$ cat src/rtl/ci_pkg.sv
package ci_pkg;
  localparam int CI0_W = 4;
  localparam int CI1_W = 6;
  localparam int REG_DW = 8;
  localparam int REG_AW = 3;

  localparam logic [CI0_W-1:0] IDLE0 = '1;
  localparam logic [CI1_W-1:0] IDLE1 = '1;

  localparam logic [REG_AW-1:0] A_CTRL   = 3'd0;
  localparam logic [REG_AW-1:0] A_STAT   = 3'd1;
  localparam logic [REG_AW-1:0] A_MASK   = 3'd2;
  localparam logic [REG_AW-1:0] A_BUSRX  = 3'd3;
  localparam logic [REG_AW-1:0] A_CORERX = 3'd4;
  localparam logic [REG_AW-1:0] A_CORETX = 3'd5;
  localparam logic [REG_AW-1:0] A_BUSTX  = 3'd6;

  localparam int FLAG_BUS  = 0;
  localparam int FLAG_CORE = 1;
  localparam int NFLAGS    = 2;
endpackage

$ cat src/rtl/ci_dll_filter.sv
module ci_dll_filter #(
  parameter int W = 6,
  parameter logic [W-1:0] RST_CODE = '1
) (
  input  logic         clk,
  input  logic         rst_n,
  input  logic         sample_i,
  input  logic [W-1:0] code_i,
  output logic [W-1:0] acc_o,
  output logic [W-1:0] prev_o,
  output logic         hit_o
);
  logic [W-1:0] prev_q, acc_q;

  // accept on the strobe when two frames agree and differ from the latch
  assign hit_o  = sample_i && (code_i == prev_q) && (code_i != acc_q);
  assign acc_o  = acc_q;
  assign prev_o = prev_q;

  always_ff @(posedge clk) begin
    if (!rst_n) begin
      prev_q <= RST_CODE;
      acc_q  <= RST_CODE;
    end else if (sample_i) begin
      prev_q <= code_i;
      if (hit_o) acc_q <= code_i;
    end
  end
endmodule

$ cat src/rtl/ci_change_det.sv
module ci_change_det #(
  parameter int W = 4,
  parameter logic [W-1:0] RST_CODE = '1
) (
  input  logic         clk,
  input  logic         rst_n,
  input  logic         sample_i,
  input  logic [W-1:0] code_i,
  output logic [W-1:0] last_o,
  output logic         hit_o
);
  logic [W-1:0] last_q;

  assign hit_o  = sample_i && (code_i != last_q);
  assign last_o = last_q;

  always_ff @(posedge clk) begin
    if (!rst_n)        last_q <= RST_CODE;
    else if (sample_i) last_q <= code_i;
  end
endmodule

$ cat src/rtl/ci_regs.sv
module ci_regs
  import ci_pkg::*;
#(
  parameter int W0 = CI0_W,
  parameter int W1 = CI1_W,
  parameter int DW = REG_DW,
  parameter int AW = REG_AW
) (
  input  logic          clk,
  input  logic          rst_n,
  input  logic          wr_i,
  input  logic          rd_i,
  input  logic [AW-1:0] addr_i,
  input  logic [DW-1:0] wdata_i,
  input  logic [NFLAGS-1:0] set_i,
  input  logic [W1-1:0] bus_rx_i,
  input  logic [W0-1:0] core_rx_i,
  output logic          en_o,
  output logic          sel_o,
  output logic [W0-1:0] core_tx_o,
  output logic [W1-1:0] bus_tx_o,
  output logic [DW-1:0] rdata_o,
  output logic          irq_o
);
  logic              en_q, sel_q;
  logic [NFLAGS-1:0] flag_q, mask_q;
  logic [W0-1:0]     core_tx_q;
  logic [W1-1:0]     bus_tx_q;
  logic              stat_rd;

  assign stat_rd = rd_i && (addr_i == A_STAT);

  always_ff @(posedge clk) begin
    if (!rst_n) begin
      en_q      <= 1'b0;
      sel_q     <= 1'b0;
      mask_q    <= '0;
      core_tx_q <= IDLE0;
      bus_tx_q  <= IDLE1;
    end else if (wr_i) begin
      case (addr_i)
        A_CTRL:   begin en_q <= wdata_i[0]; sel_q <= wdata_i[1]; end
        A_MASK:   mask_q    <= wdata_i[NFLAGS-1:0];
        A_CORETX: core_tx_q <= wdata_i[W0-1:0];
        A_BUSTX:  bus_tx_q  <= wdata_i[W1-1:0];
        default:  ;
      endcase
    end
  end

  // set has priority over the read-clear
  always_ff @(posedge clk) begin
    if (!rst_n) flag_q <= '0;
    else        flag_q <= (flag_q & {NFLAGS{~stat_rd}}) | set_i;
  end

  always_comb begin
    rdata_o = '0;
    case (addr_i)
      A_CTRL:   rdata_o[1:0]        = {sel_q, en_q};
      A_STAT:   rdata_o[NFLAGS-1:0] = flag_q;
      A_MASK:   rdata_o[NFLAGS-1:0] = mask_q;
      A_BUSRX:  rdata_o[W1-1:0]     = bus_rx_i;
      A_CORERX: rdata_o[W0-1:0]     = core_rx_i;
      A_CORETX: rdata_o[W0-1:0]     = core_tx_q;
      A_BUSTX:  rdata_o[W1-1:0]     = bus_tx_q;
      default:  rdata_o = '0;
    endcase
  end

  assign irq_o     = |(flag_q & mask_q);
  assign en_o      = en_q;
  assign sel_o     = sel_q;
  assign core_tx_o = core_tx_q;
  assign bus_tx_o  = bus_tx_q;
endmodule

$ cat src/rtl/ci_access_unit.sv
module ci_access_unit
  import ci_pkg::*;
#(
  parameter int W0 = CI0_W,
  parameter int W1 = CI1_W,
  parameter int DW = REG_DW,
  parameter int AW = REG_AW
) (
  input  logic          clk,
  input  logic          rst_n,
  input  logic          frame_i,
  input  logic [W0-1:0] bus_ch0_rx_i,
  input  logic [W1-1:0] bus_ch1_rx_i,
  input  logic [W0-1:0] core_ind_i,
  output logic [W0-1:0] core_cmd_o,
  output logic [W0-1:0] bus_ch0_tx_o,
  output logic [W1-1:0] bus_ch1_tx_o,
  input  logic          reg_wr_i,
  input  logic          reg_rd_i,
  input  logic [AW-1:0] reg_addr_i,
  input  logic [DW-1:0] reg_wdata_i,
  output logic [DW-1:0] reg_rdata_o,
  output logic          irq_o
);
  localparam logic [W1-1:0] FILT_RST = W1'(IDLE0);

  logic          en, sel, own_ch0, own_ch1;
  logic [W0-1:0] core_tx, core_last;
  logic [W1-1:0] bus_tx, bus_code, bus_acc, bus_prev;
  logic          bus_hit, core_hit;
  logic [NFLAGS-1:0] set_flags;
  logic [W0-1:0] core_cmd_q, bus0_q;
  logic [W1-1:0] bus1_q;

  assign own_ch0  = en && !sel;
  assign own_ch1  = en && sel;
  assign bus_code = sel ? bus_ch1_rx_i : W1'(bus_ch0_rx_i);

  ci_dll_filter #(.W(W1), .RST_CODE(FILT_RST)) u_filt (
    .clk(clk), .rst_n(rst_n), .sample_i(frame_i), .code_i(bus_code),
    .acc_o(bus_acc), .prev_o(bus_prev), .hit_o(bus_hit)
  );

  ci_change_det #(.W(W0), .RST_CODE(IDLE0)) u_cdet (
    .clk(clk), .rst_n(rst_n), .sample_i(frame_i), .code_i(core_ind_i),
    .last_o(core_last), .hit_o(core_hit)
  );

  always_comb begin
    set_flags            = '0;
    set_flags[FLAG_BUS]  = bus_hit && en;
    set_flags[FLAG_CORE] = core_hit && en;
  end

  ci_regs #(.W0(W0), .W1(W1), .DW(DW), .AW(AW)) u_regs (
    .clk(clk), .rst_n(rst_n), .wr_i(reg_wr_i), .rd_i(reg_rd_i),
    .addr_i(reg_addr_i), .wdata_i(reg_wdata_i), .set_i(set_flags),
    .bus_rx_i(bus_acc), .core_rx_i(core_last), .en_o(en), .sel_o(sel),
    .core_tx_o(core_tx), .bus_tx_o(bus_tx), .rdata_o(reg_rdata_o),
    .irq_o(irq_o)
  );

  // frame-aligned output stage: codes move only on a frame strobe
  always_ff @(posedge clk) begin
    if (!rst_n) begin
      core_cmd_q <= IDLE0;
      bus0_q     <= IDLE0;
      bus1_q     <= IDLE1;
    end else if (frame_i) begin
      core_cmd_q <= own_ch0 ? core_tx : bus_ch0_rx_i;
      bus0_q     <= own_ch0 ? bus_tx[W0-1:0] : core_ind_i;
      bus1_q     <= own_ch1 ? bus_tx : IDLE1;
    end
  end

  assign core_cmd_o   = core_cmd_q;
  assign bus_ch0_tx_o = bus0_q;
  assign bus_ch1_tx_o = bus1_q;
endmodule

$ cat config.mk
export PLATFORM = sky130hd
export DESIGN_NAME = ci_access_unit
export DESIGN_NICKNAME = d
export VERILOG_FILES = /design/src/rtl/ci_pkg.sv /design/src/rtl/ci_dll_filter.sv /design/src/rtl/ci_change_det.sv /design/src/rtl/ci_regs.sv /design/src/rtl/ci_access_unit.sv
export SDC_FILE = /design/constraint.sdc
export NUM_CORES = 1
export LEC_CHECK = 0
export ABC_CLOCK_PERIOD_IN_PS = 2200
export BUFFER_PORTS_ARGS = -buffer_cell sky130_fd_sc_hd__buf_2
export CAP_MARGIN = 20
export CORE_MARGIN = 2
export CORE_UTILIZATION = 45
export CTS_CLUSTER_DIAMETER = 80
export DETAILED_ROUTE_END_ITERATION = 16
export MAX_ROUTING_LAYER = met4
export PLACE_DENSITY = 0.66
export SYNTH_ARGS = -nofsm -noshare
export SYNTH_HDL_FRONTEND = slang
export SYNTH_HIERARCHICAL = 1
export SYNTH_SLANG_ARGS = --single-unit
$ cat constraint.sdc
create_clock -name clk -period 2.2 [get_ports clk]
set_input_delay 0.22 -clock clk [delete_from_list [all_inputs] [get_ports clk]]
set_output_delay 0.22 -clock clk [all_outputs]
set_load 0.02 [all_outputs]
Word level (Yosys, flattened, before mapping)
Cells that the tools add are included.
{ "word_totals": {"output_inout_bits": 23, "input_bits": 30, "regBits": 46, "elab_cells": 48} }
{ "classes": {"n_reduce_logical": 16, "eq_ne": 9, "bitwise": 4, "muxes": 7} }
{ "op_table": {"columns": ["op", "n"], "rows": [
  ["case mux 2 bit (7 select lines)", 1],
  ["two-way mux 6 bit", 2],
  ["AND reduction 2 bit", 5],
  ["== test 3 bit (second input constant)", 3],
  ["logical AND 1 bit", 8],
  ["two-way mux 4 bit", 2],
  ["case mux 2 bit (4 select lines)", 1],
  ["== test 3 x 2 -> 1 bit (second input constant)", 2],
  ["== test 6 bit", 1],
  ["inequality test 6 bit", 1],
  ["bitwise AND 2 bit", 2],
  ["inequality test 4 bit", 1],
  ["case mux 2 bit (2 select lines)", 1],
  ["== test 3 x 1 -> 1 bit (second input constant)", 1],
  ["logical NOT 3 bit", 1],
  ["bitwise OR 2 bit", 1],
  ["OR reduction 2 bit", 1],
  ["logical NOT 1 bit", 1],
  ["inverter 1 bit", 1]
]} }

Depth between registers and ports, before layout
{ "logic_depth": {"ltp_word": 6, "mapped_depth": 8, "ltp_nobuf": 7} }

Modules after synthesis
The synthesis kept the hierarchy.
{ "modules_own_cells": {"columns": ["module", "cells_per_inst", "area_each_um2", "seq_area_each_um2", "n_inst"], "rows": [
  ["ci_regs", 89, 928.4, 320.3, 1],
  ["ci_access_unit", 82, 807.0, 280.3, 1],
  ["ci_dll_filter", 61, 610.6, 240.2, 1],
  ["ci_change_det", 18, 186.4, 80.1, 1]
]} }

Worst setup path before layout
No wires, ideal clock.
{ "synth_path": {"kind": "register -> register", "start": "register u_regs.sel_q, in the netlist u_regs/sel_o", "end": "register u_regs.flag_q[0]", "arrival_ns": 2.010, "setup_slack_ns": 0.075, "path_stages_with_launch": 9, "required_ns": 2.085, "n_path_buf": 1, "setup_time_ns": 0.115, "path_cell_list": "dfxtp_1 buf_6 mux2_4 xor2_1 nor4_1 a211oi_4 and2_1 a21oi_1 nor2b_1"} }
{ "synth_between": {"elab_chain_len": 6, "elab_cells_between_ends": 7, "classes_between": "eq/ne (2); mux (1); bitwise (1); reduce/logical (3)"} }
{ "synth_lines": {"columns": ["item", "line", "text"], "rows": [
  ["from (decl)", "ci_regs.sv:25", "logic en_q, sel_q;"],
  ["from (signal assigned)", "ci_regs.sv:42", "A_CTRL: begin en_q <= wdata_i[0]; sel_q <= wdata_i[1]; end"],
  ["two-way mux 6 bit (*)", "ci_access_unit.sv:37", "assign bus_code = sel ? bus_ch1_rx_i : W1'(bus_ch0_rx_i);"],
  ["via bus_code[0]", "ci_access_unit.sv:29", "logic [W1-1:0] bus_tx, bus_code, bus_acc, bus_prev;"],
  ["== test 6 bit", "ci_dll_filter.sv:16", "assign hit_o = sample_i && (code_i == prev_q) && (code_i != acc_q);"],
  ["logical AND 1 bit", "ci_dll_filter.sv:16", null],
  ["logical AND 1 bit (*)", "ci_dll_filter.sv:16", null],
  ["via bus_hit", "ci_access_unit.sv:30", "logic bus_hit, core_hit;"],
  ["logical AND 1 bit (*)", "ci_access_unit.sv:51", "set_flags[FLAG_BUS] = bus_hit && en;"],
  ["via set_flags[0]", "ci_access_unit.sv:31", "logic [NFLAGS-1:0] set_flags;"],
  ["bitwise OR 2 bit (*)", "ci_regs.sv:54", "else flag_q <= (flag_q & {NFLAGS{~stat_rd}}) | set_i;"],
  ["to (signal assigned)", "ci_regs.sv:54", null],
  ["to (decl)", "ci_regs.sv:26", "logic [NFLAGS-1:0] flag_q, mask_q;"]
]} }
The timed path passes the listed nets; every way through them passes the cells marked *.
A chain may end at the register's enable or synchronous reset.

Final worst setup path
Same ends and word-level chain as after synthesis.

==> impl_results.md <==
- Clock latency on the worst-skew pair: 0.30 ns
- Flop2flop setup slack: 0.23 ns
- Top achievable clock speed: 0.508 GHz
- FF/Latch Area: 922 µm²
- Total core area: 0.00547 mm²
- Clock transition at path regs: 0.09 ns
- RePlAce Congestion: 0.782
- Synth unique cells: 45
- Filler instances: 534
- LEAKAGE: 1.21 nW
- Setup Buffers After CTS: 0
- Commonest non-fill, non-tap cell in the layout: buf_2
- Setup CP Type: flip-flop to flip-flop
- Routed via count: 1929
- CP max stage delay: 0.44 ns
- Syn_area_per_cell: 10.1 µm²
- Clock Skews: 0.00847 ns
- Detail Route Antenna Nets: 0
- Initial Utilization: 46.3%
- Post-synthesis register bit count: 46
- Max-Cap Viols: 0
- H-tree Lvls: 2
- Cell chain of the critical path: mux2_4 -> xor2_1 -> nor4_2 -> a211oi_4 -> and2_1 -> a21oi_1 -> nor2b_1
- I/O pin cnt: 53
- Hold path start: reg_wdata_i[5]
- WL per Instance: 15.5 µm
- Vias in the first global route: 1790
- Tcrit/Tclk final: 89.5%
- Hold path cells: 3
- Gr usage total: 19.8%
- Post-synthesis async set-or-reset flop share: 0%
- Gr busiest metal: met1
- Die Wd: 79.0 µm
- GR Layer Usage met3: 3.64%
- N_diodes: 0
- Final Hold Violating Endpoints: 0
- Slowest-stage cell, CP: dfxtp_2
- Reg2reg start: u_regs/sel_o$_SDFFE_PN0P_
- Hold slack: 0.129 ns
- Initial antenna violation count: 0
- Iter 0 DRT Violations: 136
- Root Driver: clkbuf_8
- Most frequent cells in the layout: buf_2 (48), dfxtp_1 (45), mux2i_1 (33)
- Clock Tree Buf Depth: 2
- I/O Buffers: 48
- Reg2reg end: u_regs/flag_q[0]$_SDFF_PN0_
- Mapped Cells: 250
- Peak supply drop: 0.271 mV
- TritonCTS clock tree: yes
- Critical path capture point type: flip-flop
- CP Buf/Inv Count: 0
- WHS Endpoint: u_regs/bus_tx_o[5]$_SDFFE_PN1P_
- Largest cells by area after synthesis: dfxtp_1 (36%), mux2i_1 (13%), nor2b_1 (4.9%)
- Met2 Usage GRT: 28.6%
- Worst setup SP type: flip-flop
- Area Overhead vs Synth: 14.4%
- Worst EP arrival: 2.16 ns
- Cell taking the most area after synthesis: dfxtp_1
- Top cell type's share of synthesized area: 36.4%
- Ys Warns: 6
- Grt total ovfl: 0
- Post-DP HPWL: 4.14 mm
- FF-to-FF path depth: 7
- Hold crit path type: primary input to flip-flop
- Largest net degree at the start of global routing: 45
- Worst setup margin: 0.230 ns
- Global Route met1 Usage: 29.1%
- RSZ-0062 raised after global routing: no
- DR DRC count: 0
- Nets@finish: 324
- Vias per cell: 5.26
- Final Setup Violations: 0
- Synth Cell Area: 0.00253 mm²
- Final Routed Wirelength: 5.68 mm
- Std cell rows: 27
- Area taken by multi-input logic gates: 0.00149 mm²
- Die Y: 79.0 µm
- Place WS: -0.00353 ns
- Die area: 0.00624 mm²
- Crit path max-delay family: simple AND/OR/NAND/NOR gates
- Post-synth EDFFs: 0
- Synth Flop Type: dfxtp_1
- Drt first pass iters: 7
- Status: finished clean
- Proportion of synthesized chip area in sequential cells: 36.4%
- Share of layout cells above drive strength 1: 27.8%
- Req. time, crit path: 2.39 ns
- Power density over cell area: 618 mW/mm²
- First-pass GRT wire length: 9.29 mm
- Clock buffer count from CTS: 5
- Final min period: 1.97 ns
- CP Max Fanout: 8
- Max-slew violations: 0
- Clock tree sinks: 46
-- cell type report --
| type | instances | share of cell area [%] |
|---|---|---|
| sequential | 46 | 31.8 |
| clock inverter | 1 | 1.04 |
| timing repair buffer | 55 | 10.1 |
| clock buffer | 7 | 2.63 |
| multi-input combinational | 186 | 51.3 |
| tap | 72 | 3.11 |
-- worst min-delay path, stage by stage --
cell	delay, ns
buf_2	0.07
mux2i_1	0.05
nand2_1	0.06
-- flip-flops by register name, summed over array words and instances, names as in the netlist, 2 cells and up --
| name | count |
|---|---|
| bus_ch1_tx_o | 6 |
| u_filt/acc_o | 6 |
| u_filt/prev_o | 6 |
| u_regs/bus_tx_o | 6 |
| bus_ch0_tx_o | 4 |
| core_cmd_o | 4 |
| u_cdet/last_o | 4 |
| u_regs/core_tx_o | 4 |
| u_regs/flag_q | 2 |
| u_regs/mask_q | 2 |
-- repair_timing --
item / in CTS / in global routing
pin swaps: 0 / 0
hold buffers: 0 / 0
endpoints found under the setup margin: 1 / 4
resized for setup: 1 / 1
-- report_power, final --
part / internal, W / switching (W) / total, W
clock: 0.000340 / 0.000287 / 0.000628
sequential: 0.000860 / 0.0000211 / 0.000881
combinational: 0.000123 / 0.000157 / 0.000280
-- stage by stage --
stage / TNS [ns] / cells / total power (W) / utilization [%] / cell area [µm²]
floorplan: 0 / 251 / 0.00110 / - / 2540
global placement: 0 / 359 / 0.00118 / 50.8 / 2780
detailed placement: -0.00353 / 359 / 0.00118 / 50.8 / 2780
CTS: 0 / 367 / 0.00180 / 52.9 / 2900
global route: 0 / 367 / 0.00187 / 52.9 / 2900
finish: 0 / 367 / 0.00179 / 52.9 / 2900
-- Yosys cell counts, drive strengths merged (4+ instances only) --
cell	n
nand4b	11
mux2	7
nor2	7
and2	4
o2111ai	8
buf	17
xnor2	6
xor2	10
dfxtp	46
and4b	7
o21ai	6
nand2	32
nor2b	21
mux2i	33
nand2b	8
-- routing by layer --
metal	share of wire [%]	vias up
met1	52	899
met4	0.70	0
met5	0	-
met3	3.6	6
met2	44	45
li1	-	979
-- worst max path at each step --
stage                                    startpoint                           end  slack [ns]  depth (start not counted)
final                     u_regs/sel_o$_SDFFE_PN0P_   u_regs/flag_q[0]$_SDFF_PN0_        0.23                          7
after global routing      u_regs/sel_o$_SDFFE_PN0P_  u_filt/acc_o[1]$_SDFFE_PN1P_        0.07                          6
after CTS                 u_regs/sel_o$_SDFFE_PN0P_   u_regs/flag_q[0]$_SDFF_PN0_        0.11                          7
after detailed placement  u_regs/sel_o$_SDFFE_PN0P_   u_regs/flag_q[0]$_SDFF_PN0_      -0.004                          7
after global placement    u_regs/sel_o$_SDFFE_PN0P_   u_regs/flag_q[0]$_SDFF_PN0_        0.11                          7
after floorplan           u_regs/sel_o$_SDFFE_PN0P_   u_regs/flag_q[0]$_SDFF_PN0_        0.07                          8
-- logic make-up after synthesis --
group	Yosys count	share of synthesized area (%)
simple gates	99	25.1
buf+inv	19	5.39
flops	46	36.4
mux	41	17.6
compound gates	28	9.78
other cells	1	0.148
xor+xnor	16	5.53
Note: power is estimated with default switching activity, not from simulation.
